`src/rtl/boot_seq_pkg.sv`:
```
package boot_seq_pkg;

  typedef enum logic [2:0] {
    ST_STRAP,
    ST_ISSUE,
    ST_WAIT,
    ST_APPLY,
    ST_HALT,
    ST_RUN
  } boot_state_e;

  typedef enum logic [1:0] {
    FLD_ADDR,
    FLD_HI,
    FLD_LO
  } rec_field_e;

  localparam logic [2:0] MODE_PLAIN  = 3'd0;
  localparam logic [2:0] MODE_EEPROM = 3'd1;

endpackage

```
`src/rtl/boot_rst_sync.sv`:
```
module boot_rst_sync #(
  parameter int STAGES = 2
) (
  input  logic clk,
  input  logic arst_n,
  output logic srst_n
);

  logic [STAGES-1:0] chain_q;

  always_ff @(posedge clk or negedge arst_n) begin
    if (!arst_n) begin
      chain_q <= '0;
    end else begin
      chain_q <= {chain_q[STAGES-2:0], 1'b1};
    end
  end

  assign srst_n = chain_q[STAGES-1];

endmodule

```
`src/rtl/boot_word_reader.sv`:
```
module boot_word_reader #(
  parameter int AW = 8,
  parameter int DW = 16
) (
  input  logic          clk,
  input  logic          rst_n,
  input  logic          rd_go,
  input  logic [AW-1:0] rd_addr,
  output logic          rom_req,
  output logic [AW-1:0] rom_addr,
  input  logic          rom_ack,
  input  logic [DW-1:0] rom_rdata,
  output logic          word_vld,
  output logic [DW-1:0] word
);

  logic          req_q, req_d;
  logic [AW-1:0] addr_q, addr_d;
  logic          vld_q, vld_d;
  logic [DW-1:0] word_q, word_d;

  always_comb begin
    req_d  = req_q;
    addr_d = addr_q;
    vld_d  = 1'b0;
    word_d = word_q;
    if (rd_go) begin
      req_d  = 1'b1;
      addr_d = rd_addr;
    end else if (req_q && rom_ack) begin
      req_d  = 1'b0;
      vld_d  = 1'b1;
      word_d = rom_rdata;
    end
  end

  always_ff @(posedge clk or negedge rst_n) begin
    if (!rst_n) begin
      req_q  <= 1'b0;
      addr_q <= '0;
      vld_q  <= 1'b0;
      word_q <= '0;
    end else begin
      req_q  <= req_d;
      addr_q <= addr_d;
      vld_q  <= vld_d;
      word_q <= word_d;
    end
  end

  assign rom_req  = req_q;
  assign rom_addr = addr_q;
  assign word_vld = vld_q;
  assign word     = word_q;

endmodule

```
`src/rtl/boot_seq_fsm.sv`:
```
module boot_seq_fsm
  import boot_seq_pkg::*;
#(
  parameter int          ROM_AW    = 8,
  parameter int          ROM_DW    = 16,
  parameter logic [15:0] CTRL_ADDR = 16'h0040,
  parameter int          HALT_BIT  = 0
) (
  input  logic                  clk,
  input  logic                  rst_n,
  input  logic [2:0]            mode_strap,
  input  logic                  halt_strap,
  input  logic                  word_vld,
  input  logic [ROM_DW-1:0]     word,
  output logic                  rd_go,
  output logic [ROM_AW-1:0]     rd_addr,
  input  logic                  sw_wr_valid,
  input  logic [ROM_DW-1:0]     sw_wr_addr,
  input  logic [2*ROM_DW-1:0]   sw_wr_data,
  output logic                  cfg_wr_valid,
  output logic [ROM_DW-1:0]     cfg_wr_addr,
  output logic [2*ROM_DW-1:0]   cfg_wr_data,
  output logic                  core_rst_n,
  output logic                  cfg_done,
  output logic                  mode_err
);

  localparam logic [ROM_DW-1:0] END_MARK  = '1;
  localparam logic [ROM_AW-1:0] LAST_WORD = '1;
  localparam logic [ROM_DW-1:0] CTRL_A    = CTRL_ADDR[ROM_DW-1:0];

  boot_state_e         state_q, state_d, fin_st;
  rec_field_e          fld_q, fld_d;
  logic                halt_q, halt_d;
  logic [ROM_AW-1:0]   ptr_q, ptr_d;
  logic [ROM_DW-1:0]   rec_addr_q, rec_addr_d;
  logic [ROM_DW-1:0]   rec_hi_q, rec_hi_d;
  logic [ROM_DW-1:0]   rec_lo_q, rec_lo_d;
  logic                err_q, err_d;
  logic                run_q, run_d;
  logic                done_q, done_d;
  logic                ctrl_release;

  assign fin_st       = halt_q ? ST_HALT : ST_RUN;
  assign ctrl_release = sw_wr_valid && (sw_wr_addr == CTRL_A) && !sw_wr_data[HALT_BIT];

  always_comb begin
    state_d    = state_q;
    fld_d      = fld_q;
    halt_d     = halt_q;
    ptr_d      = ptr_q;
    rec_addr_d = rec_addr_q;
    rec_hi_d   = rec_hi_q;
    rec_lo_d   = rec_lo_q;
    err_d      = err_q;
    rd_go      = 1'b0;
    unique case (state_q)
      ST_STRAP: begin
        halt_d = halt_strap;
        if (mode_strap == MODE_EEPROM) begin
          state_d = ST_ISSUE;
        end else begin
          err_d   = err_q | (mode_strap != MODE_PLAIN);
          state_d = halt_strap ? ST_HALT : ST_RUN;
        end
      end
      ST_ISSUE: begin
        rd_go   = 1'b1;
        state_d = ST_WAIT;
      end
      ST_WAIT: begin
        if (word_vld) begin
          ptr_d = ptr_q + 1'b1;
          unique case (fld_q)
            FLD_ADDR: begin
              if (word == END_MARK) begin
                state_d = fin_st;
              end else begin
                rec_addr_d = word;
                fld_d      = FLD_HI;
                state_d    = (ptr_q == LAST_WORD) ? fin_st : ST_ISSUE;
              end
            end
            FLD_HI: begin
              rec_hi_d = word;
              fld_d    = FLD_LO;
              state_d  = (ptr_q == LAST_WORD) ? fin_st : ST_ISSUE;
            end
            FLD_LO: begin
              rec_lo_d = word;
              fld_d    = FLD_ADDR;
              state_d  = ST_APPLY;
            end
            default: begin
              fld_d = FLD_ADDR;
            end
          endcase
        end
      end
      ST_APPLY: begin
        state_d = (ptr_q == '0) ? fin_st : ST_ISSUE;
      end
      ST_HALT: begin
        if (ctrl_release) begin
          halt_d  = 1'b0;
          state_d = ST_RUN;
        end
      end
      ST_RUN: begin
        state_d = ST_RUN;
      end
      default: begin
        state_d = ST_STRAP;
      end
    endcase
    run_d  = (state_d == ST_RUN);
    done_d = (state_d == ST_RUN) || (state_d == ST_HALT);
  end

  always_ff @(posedge clk or negedge rst_n) begin
    if (!rst_n) begin
      state_q    <= ST_STRAP;
      fld_q      <= FLD_ADDR;
      halt_q     <= 1'b0;
      ptr_q      <= '0;
      rec_addr_q <= '0;
      rec_hi_q   <= '0;
      rec_lo_q   <= '0;
      err_q      <= 1'b0;
      run_q      <= 1'b0;
      done_q     <= 1'b0;
    end else begin
      state_q    <= state_d;
      fld_q      <= fld_d;
      halt_q     <= halt_d;
      ptr_q      <= ptr_d;
      rec_addr_q <= rec_addr_d;
      rec_hi_q   <= rec_hi_d;
      rec_lo_q   <= rec_lo_d;
      err_q      <= err_d;
      run_q      <= run_d;
      done_q     <= done_d;
    end
  end

  always_comb begin
    if (state_q == ST_HALT) begin
      cfg_wr_valid = sw_wr_valid;
      cfg_wr_addr  = sw_wr_addr;
      cfg_wr_data  = sw_wr_data;
    end else begin
      cfg_wr_valid = (state_q == ST_APPLY);
      cfg_wr_addr  = rec_addr_q;
      cfg_wr_data  = {rec_hi_q, rec_lo_q};
    end
  end

  assign rd_addr    = ptr_q;
  assign core_rst_n = run_q;
  assign cfg_done   = done_q;
  assign mode_err   = err_q;

endmodule

```
`src/rtl/boot_seq_top.sv`:
```
module boot_seq_top #(
  parameter int          ROM_AW      = 8,
  parameter int          ROM_DW      = 16,
  parameter int          SYNC_STAGES = 2,
  parameter logic [15:0] CTRL_ADDR   = 16'h0040,
  parameter int          HALT_BIT    = 0
) (
  input  logic                clk,
  input  logic                fund_rst_n,
  input  logic [2:0]          mode_strap,
  input  logic                halt_strap,
  output logic                rom_req,
  output logic [ROM_AW-1:0]   rom_addr,
  input  logic                rom_ack,
  input  logic [ROM_DW-1:0]   rom_rdata,
  input  logic                sw_wr_valid,
  input  logic [ROM_DW-1:0]   sw_wr_addr,
  input  logic [2*ROM_DW-1:0] sw_wr_data,
  output logic                cfg_wr_valid,
  output logic [ROM_DW-1:0]   cfg_wr_addr,
  output logic [2*ROM_DW-1:0] cfg_wr_data,
  output logic                core_rst_n,
  output logic                cfg_done,
  output logic                mode_err
);

  logic              srst_n;
  logic              rd_go;
  logic [ROM_AW-1:0] rd_addr;
  logic              word_vld;
  logic [ROM_DW-1:0] word;

  boot_rst_sync #(
    .STAGES (SYNC_STAGES)
  ) u_sync (
    .clk    (clk),
    .arst_n (fund_rst_n),
    .srst_n (srst_n)
  );

  boot_word_reader #(
    .AW (ROM_AW),
    .DW (ROM_DW)
  ) u_reader (
    .clk       (clk),
    .rst_n     (srst_n),
    .rd_go     (rd_go),
    .rd_addr   (rd_addr),
    .rom_req   (rom_req),
    .rom_addr  (rom_addr),
    .rom_ack   (rom_ack),
    .rom_rdata (rom_rdata),
    .word_vld  (word_vld),
    .word      (word)
  );

  boot_seq_fsm #(
    .ROM_AW    (ROM_AW),
    .ROM_DW    (ROM_DW),
    .CTRL_ADDR (CTRL_ADDR),
    .HALT_BIT  (HALT_BIT)
  ) u_fsm (
    .clk          (clk),
    .rst_n        (srst_n),
    .mode_strap   (mode_strap),
    .halt_strap   (halt_strap),
    .word_vld     (word_vld),
    .word         (word),
    .rd_go        (rd_go),
    .rd_addr      (rd_addr),
    .sw_wr_valid  (sw_wr_valid),
    .sw_wr_addr   (sw_wr_addr),
    .sw_wr_data   (sw_wr_data),
    .cfg_wr_valid (cfg_wr_valid),
    .cfg_wr_addr  (cfg_wr_addr),
    .cfg_wr_data  (cfg_wr_data),
    .core_rst_n   (core_rst_n),
    .cfg_done     (cfg_done),
    .mode_err     (mode_err)
  );

endmodule

```
`config.mk`:
```
export PLATFORM = sky130hd
export DESIGN_NAME = boot_seq_top
export DESIGN_NICKNAME = d
export VERILOG_FILES = /design/src/rtl/boot_seq_pkg.sv /design/src/rtl/boot_rst_sync.sv /design/src/rtl/boot_word_reader.sv /design/src/rtl/boot_seq_fsm.sv /design/src/rtl/boot_seq_top.sv
export SDC_FILE = /design/constraint.sdc
export NUM_CORES = 1
export LEC_CHECK = 0
export CAP_MARGIN = 20
export CORE_ASPECT_RATIO = 1.4
export CORE_MARGIN = 2
export CORE_UTILIZATION = 43
export DETAILED_ROUTE_END_ITERATION = 10
export GPL_TIMING_DRIVEN = 0
export PLACE_DENSITY = 0.77
export SLEW_MARGIN = 20
export SYNTH_ARGS = -nofsm -noshare
export SYNTH_HDL_FRONTEND = slang
export SYNTH_SLANG_ARGS = --single-unit
```
`constraint.sdc`:
```
create_clock -name clk -period 3 [get_ports clk]
set_input_delay 0.3 -clock clk [delete_from_list [all_inputs] [get_ports clk]]
set_output_delay 0.3 -clock clk [all_outputs]
set_load 0.02 [all_outputs]
```
==> flow_summary.ini <==
[power_and_ir_drop]
pwr-share-seq = 0.521
internal-power_mw = 2.03
p_sw_uw = 521
clock_power_share = 0.423
combPwrFrac = 0.056
swShare = 0.204
p_per_area_nw_per_um2 = 413
p_leak_nw = 2.83
ir_drop_mv = 0.311

[clocking]
cts_buffers = 9
clock_latency_ns = 0.33
cts_buffer_depth = 2
clock_sinks = 93
cts_tree = done
clk_pin_slew_ns = 0.06
cts_setup_buffers = 0
cts-root-buf = clkbuf_16
ctsHoldBuffers = 0
cts_htree_levels = 3

[sta]
hold_viol_final = 0
slew_violations = 0
setup_slack_ns = 0.109
finalSetupViolCount = 0
skew_ns = 0.00612
worst_pin_slew_ns = 0.646
max_slew_margin = 0.558
setup_tns_ns = 0
rsz0062_at_grt = false
period_needed_ns = 2.89
max_freq_mhz = 346
period_share = 0.964

[hold_path]
worstHoldPathType = in2async

[worst_setup_path]
cpPeakStageDelay_ns = 0.54
crit_chain = buf_4 > nor3b_2 > buf_6 > buf_4 > mux2_2 > clkdlybuf4s50_1
required_ns = 2.70
slowest_stage = clkdlybuf4s50_1
cpMostUsedCell = buf_4
r2r_slack_ns = 0.98
rr_worst_depth = 6
critPathMaxFanout = 10
crit_type = reg2out
worst_ep_arrival_time_ns = 2.59
cp-start-kind = flop
timing.rr.end = u_reader.word[11]
rr_startpoint = u_fsm.state_q[0]
critPathLaunch = u_fsm.state_q[1]
end_kind = output pin

[grt]
gr-total-overflow = 0
grt_pass1_wl_um = 16600
grt_max_degree = 50
track_usage = 0.207
grt_pass1_vias = 3251
antenna_found_initial = 0

[floorplanning]
io_pins = 133
die_height_um = 123
coreArea_um2 = 9900
initial_utilization = 0.440
die_area_um2 = 11000
num_rows = 43
die_x_um = 89.1

[yosys]
synth_area_leaders = dfrtp_1 (53%), mux2_2 (30%), xnor2_1 (1.4%)
syn_inst = 312
synth_area_leader_cell = dfrtp_1
synth.distinct_cells = 45
avgSynthCellArea_um2 = 14.0
synth_top_area_share = 0.534
yosysWarnings = 0
synth-seq-cells = 93
yosysSeqAreaShare = 0.534
synth_area_um2 = 4360
synth_nets = 386

[route]
wire_per_inst_um = 18.2
drtAntennaViolNets = 0
routed_wirelength_um = 10800
drcViolationCount = 0
drt_iter0_drc = 125
via_per_inst = 5.24
routed-via-count = 3116
drt-pass1-iter-count = 5

[layout]
syn_to_final_growth_pct = 41.5
nFillCells = 793
fin_nets = 530
fin_cells = 595
final_cell_mix = clkdlybuf4s50_1 (132), mux2_2 (118), dfrtp_1 (92), nand2_1 (11), clkbuf_16 (9)
final_common_cell = clkdlybuf4s50_1
diodes = 0
stdcell_area_um2 = 6170
drive_gt1_frac = 0.343

[placed_design]
post-place-cells = 580
dpl_cell_area_um2 = 5880
globalplace.congestion = 0.786
pre_cts_ws_ns = 0.238
port-buffer-count = 132
hpwl_um = 8170

[outcome]
status = complete, no violations

[run]
maxCapViolCount = 0
==> per-layer routing <==
metal | part of all wire | up-vias | GRT usage
met3 | 0.057 | 31 | 0.0521
met4 | 0.038 | 0 | 0.102
met2 | 0.52 | 113 | 0.350
met1 | 0.38 | 1552 | 0.241
li1 | - | 1420 | -
met5 | 0 | - | 0
==> worst max-delay path: cells and delay by family (launching register included) <==
kind          cells  cell delay [ns]
mux               1             0.37
buf+inv           4             1.18
flops             1             0.36
simple gates      1             0.34
==> cells in the mapped netlist, drive strengths merged <==
| master | number |
|---|---|
| conb | 1 |
| nor4b | 2 |
| nand3b | 1 |
| or3b | 1 |
| a21oi | 3 |
| nor4 | 4 |
| nand4 | 6 |
| nand2b | 3 |
| and4 | 2 |
| a211oi | 2 |
| nand4bb | 1 |
| nand2 | 14 |
| o31a | 1 |
| nor2 | 4 |
| o22ai | 1 |
| o31ai | 1 |
| nor2b | 1 |
| dfrtp | 93 |
| mux2 | 120 |
| o21ai | 3 |
| a2bb2oi | 1 |
| nand3 | 4 |
| o211ai | 3 |
| or3 | 2 |
| nor3b | 1 |
| buf | 14 |
| nor3 | 4 |
| inv | 6 |
| a2111oi | 1 |
| ha | 2 |
| or4 | 1 |
| o21bai | 1 |
| xnor2 | 7 |
| nor4bb | 1 |
==> kinds of logic after synthesis <==
family | Yosys count | share of synthesized area
compound gates | 17 | 0.0275
xor+xnor | 7 | 0.0141
fa+ha+maj | 2 | 0.00574
buf+inv | 20 | 0.0264
flops | 93 | 0.534
mux | 120 | 0.310
other cells | 1 | 0.000860
simple gates | 52 | 0.0818
==> power by group through the flow <==
stage	sequential [mW]	combinational, mW	clock (mW)
after global placement	1.36	0.123	0
after CTS	1.33	0.146	1.10
after detailed placement	1.35	0.145	0
final	1.33	0.144	1.08
after floorplan	1.34	0.0263	0
after global routing	1.34	0.155	1.15
==> worst max path at each step <==
stage	endpoint	slack [ns]
detailed placement	cfg_wr_data[16]	0.24
finish	cfg_wr_data[15]	0.11
CTS	cfg_wr_data[16]	0.06
global route	cfg_wr_data[16]	0.03
floorplan	u_fsm.cfg_done	0.22
global placement	u_fsm.rec_hi_q[14]	-0.68
==> what timing repair did <==
item                       in CTS  in global routing
hold endpoints to repair        0                  0
resized for setup               3                  1
setup endpoints to repair      20                  1
==> final cells by class <==
cell class              instances  area (um2)  area share
inverters                       6        22.5     0.00365
flip-flops and latches         93        2330       0.378
well taps                     135         169      0.0274
clock inverters                 2        35.0     0.00568
plain buffers                  14         104      0.0168
repair buffers                133        1350       0.219
multi-input cells             199        1920       0.311
clock buffers                  13         240      0.0389
==> flip-flops by register name, summed over array words and instances, names as in the netlist <==
signal             cells
u_fsm.cfg_done         1
u_fsm.core_rst_n       1
u_fsm.fld_q            2
u_fsm.halt_q           1
u_fsm.mode_err         1
u_fsm.rd_addr          8
u_fsm.rec_addr_q      16
u_fsm.rec_hi_q        16
u_fsm.rec_lo_q        16
u_fsm.state_q          3
u_reader.rom_addr      8
u_reader.rom_req       1
u_reader.word         16
u_reader.word_vld      1
u_sync.chain_q         2
==> per-stage QoR <==
stage	total power, mW	hold slack [ns]	util
after floorplan	1.37	0.00441	-
after detailed placement	1.50	0.342	0.594
after global placement	1.48	0.338	0.591
after CTS	2.57	0.116	0.623
final	2.55	0.123	0.623
after global routing	2.64	0.111	0.623
Power figures use the tool's default switching activity.
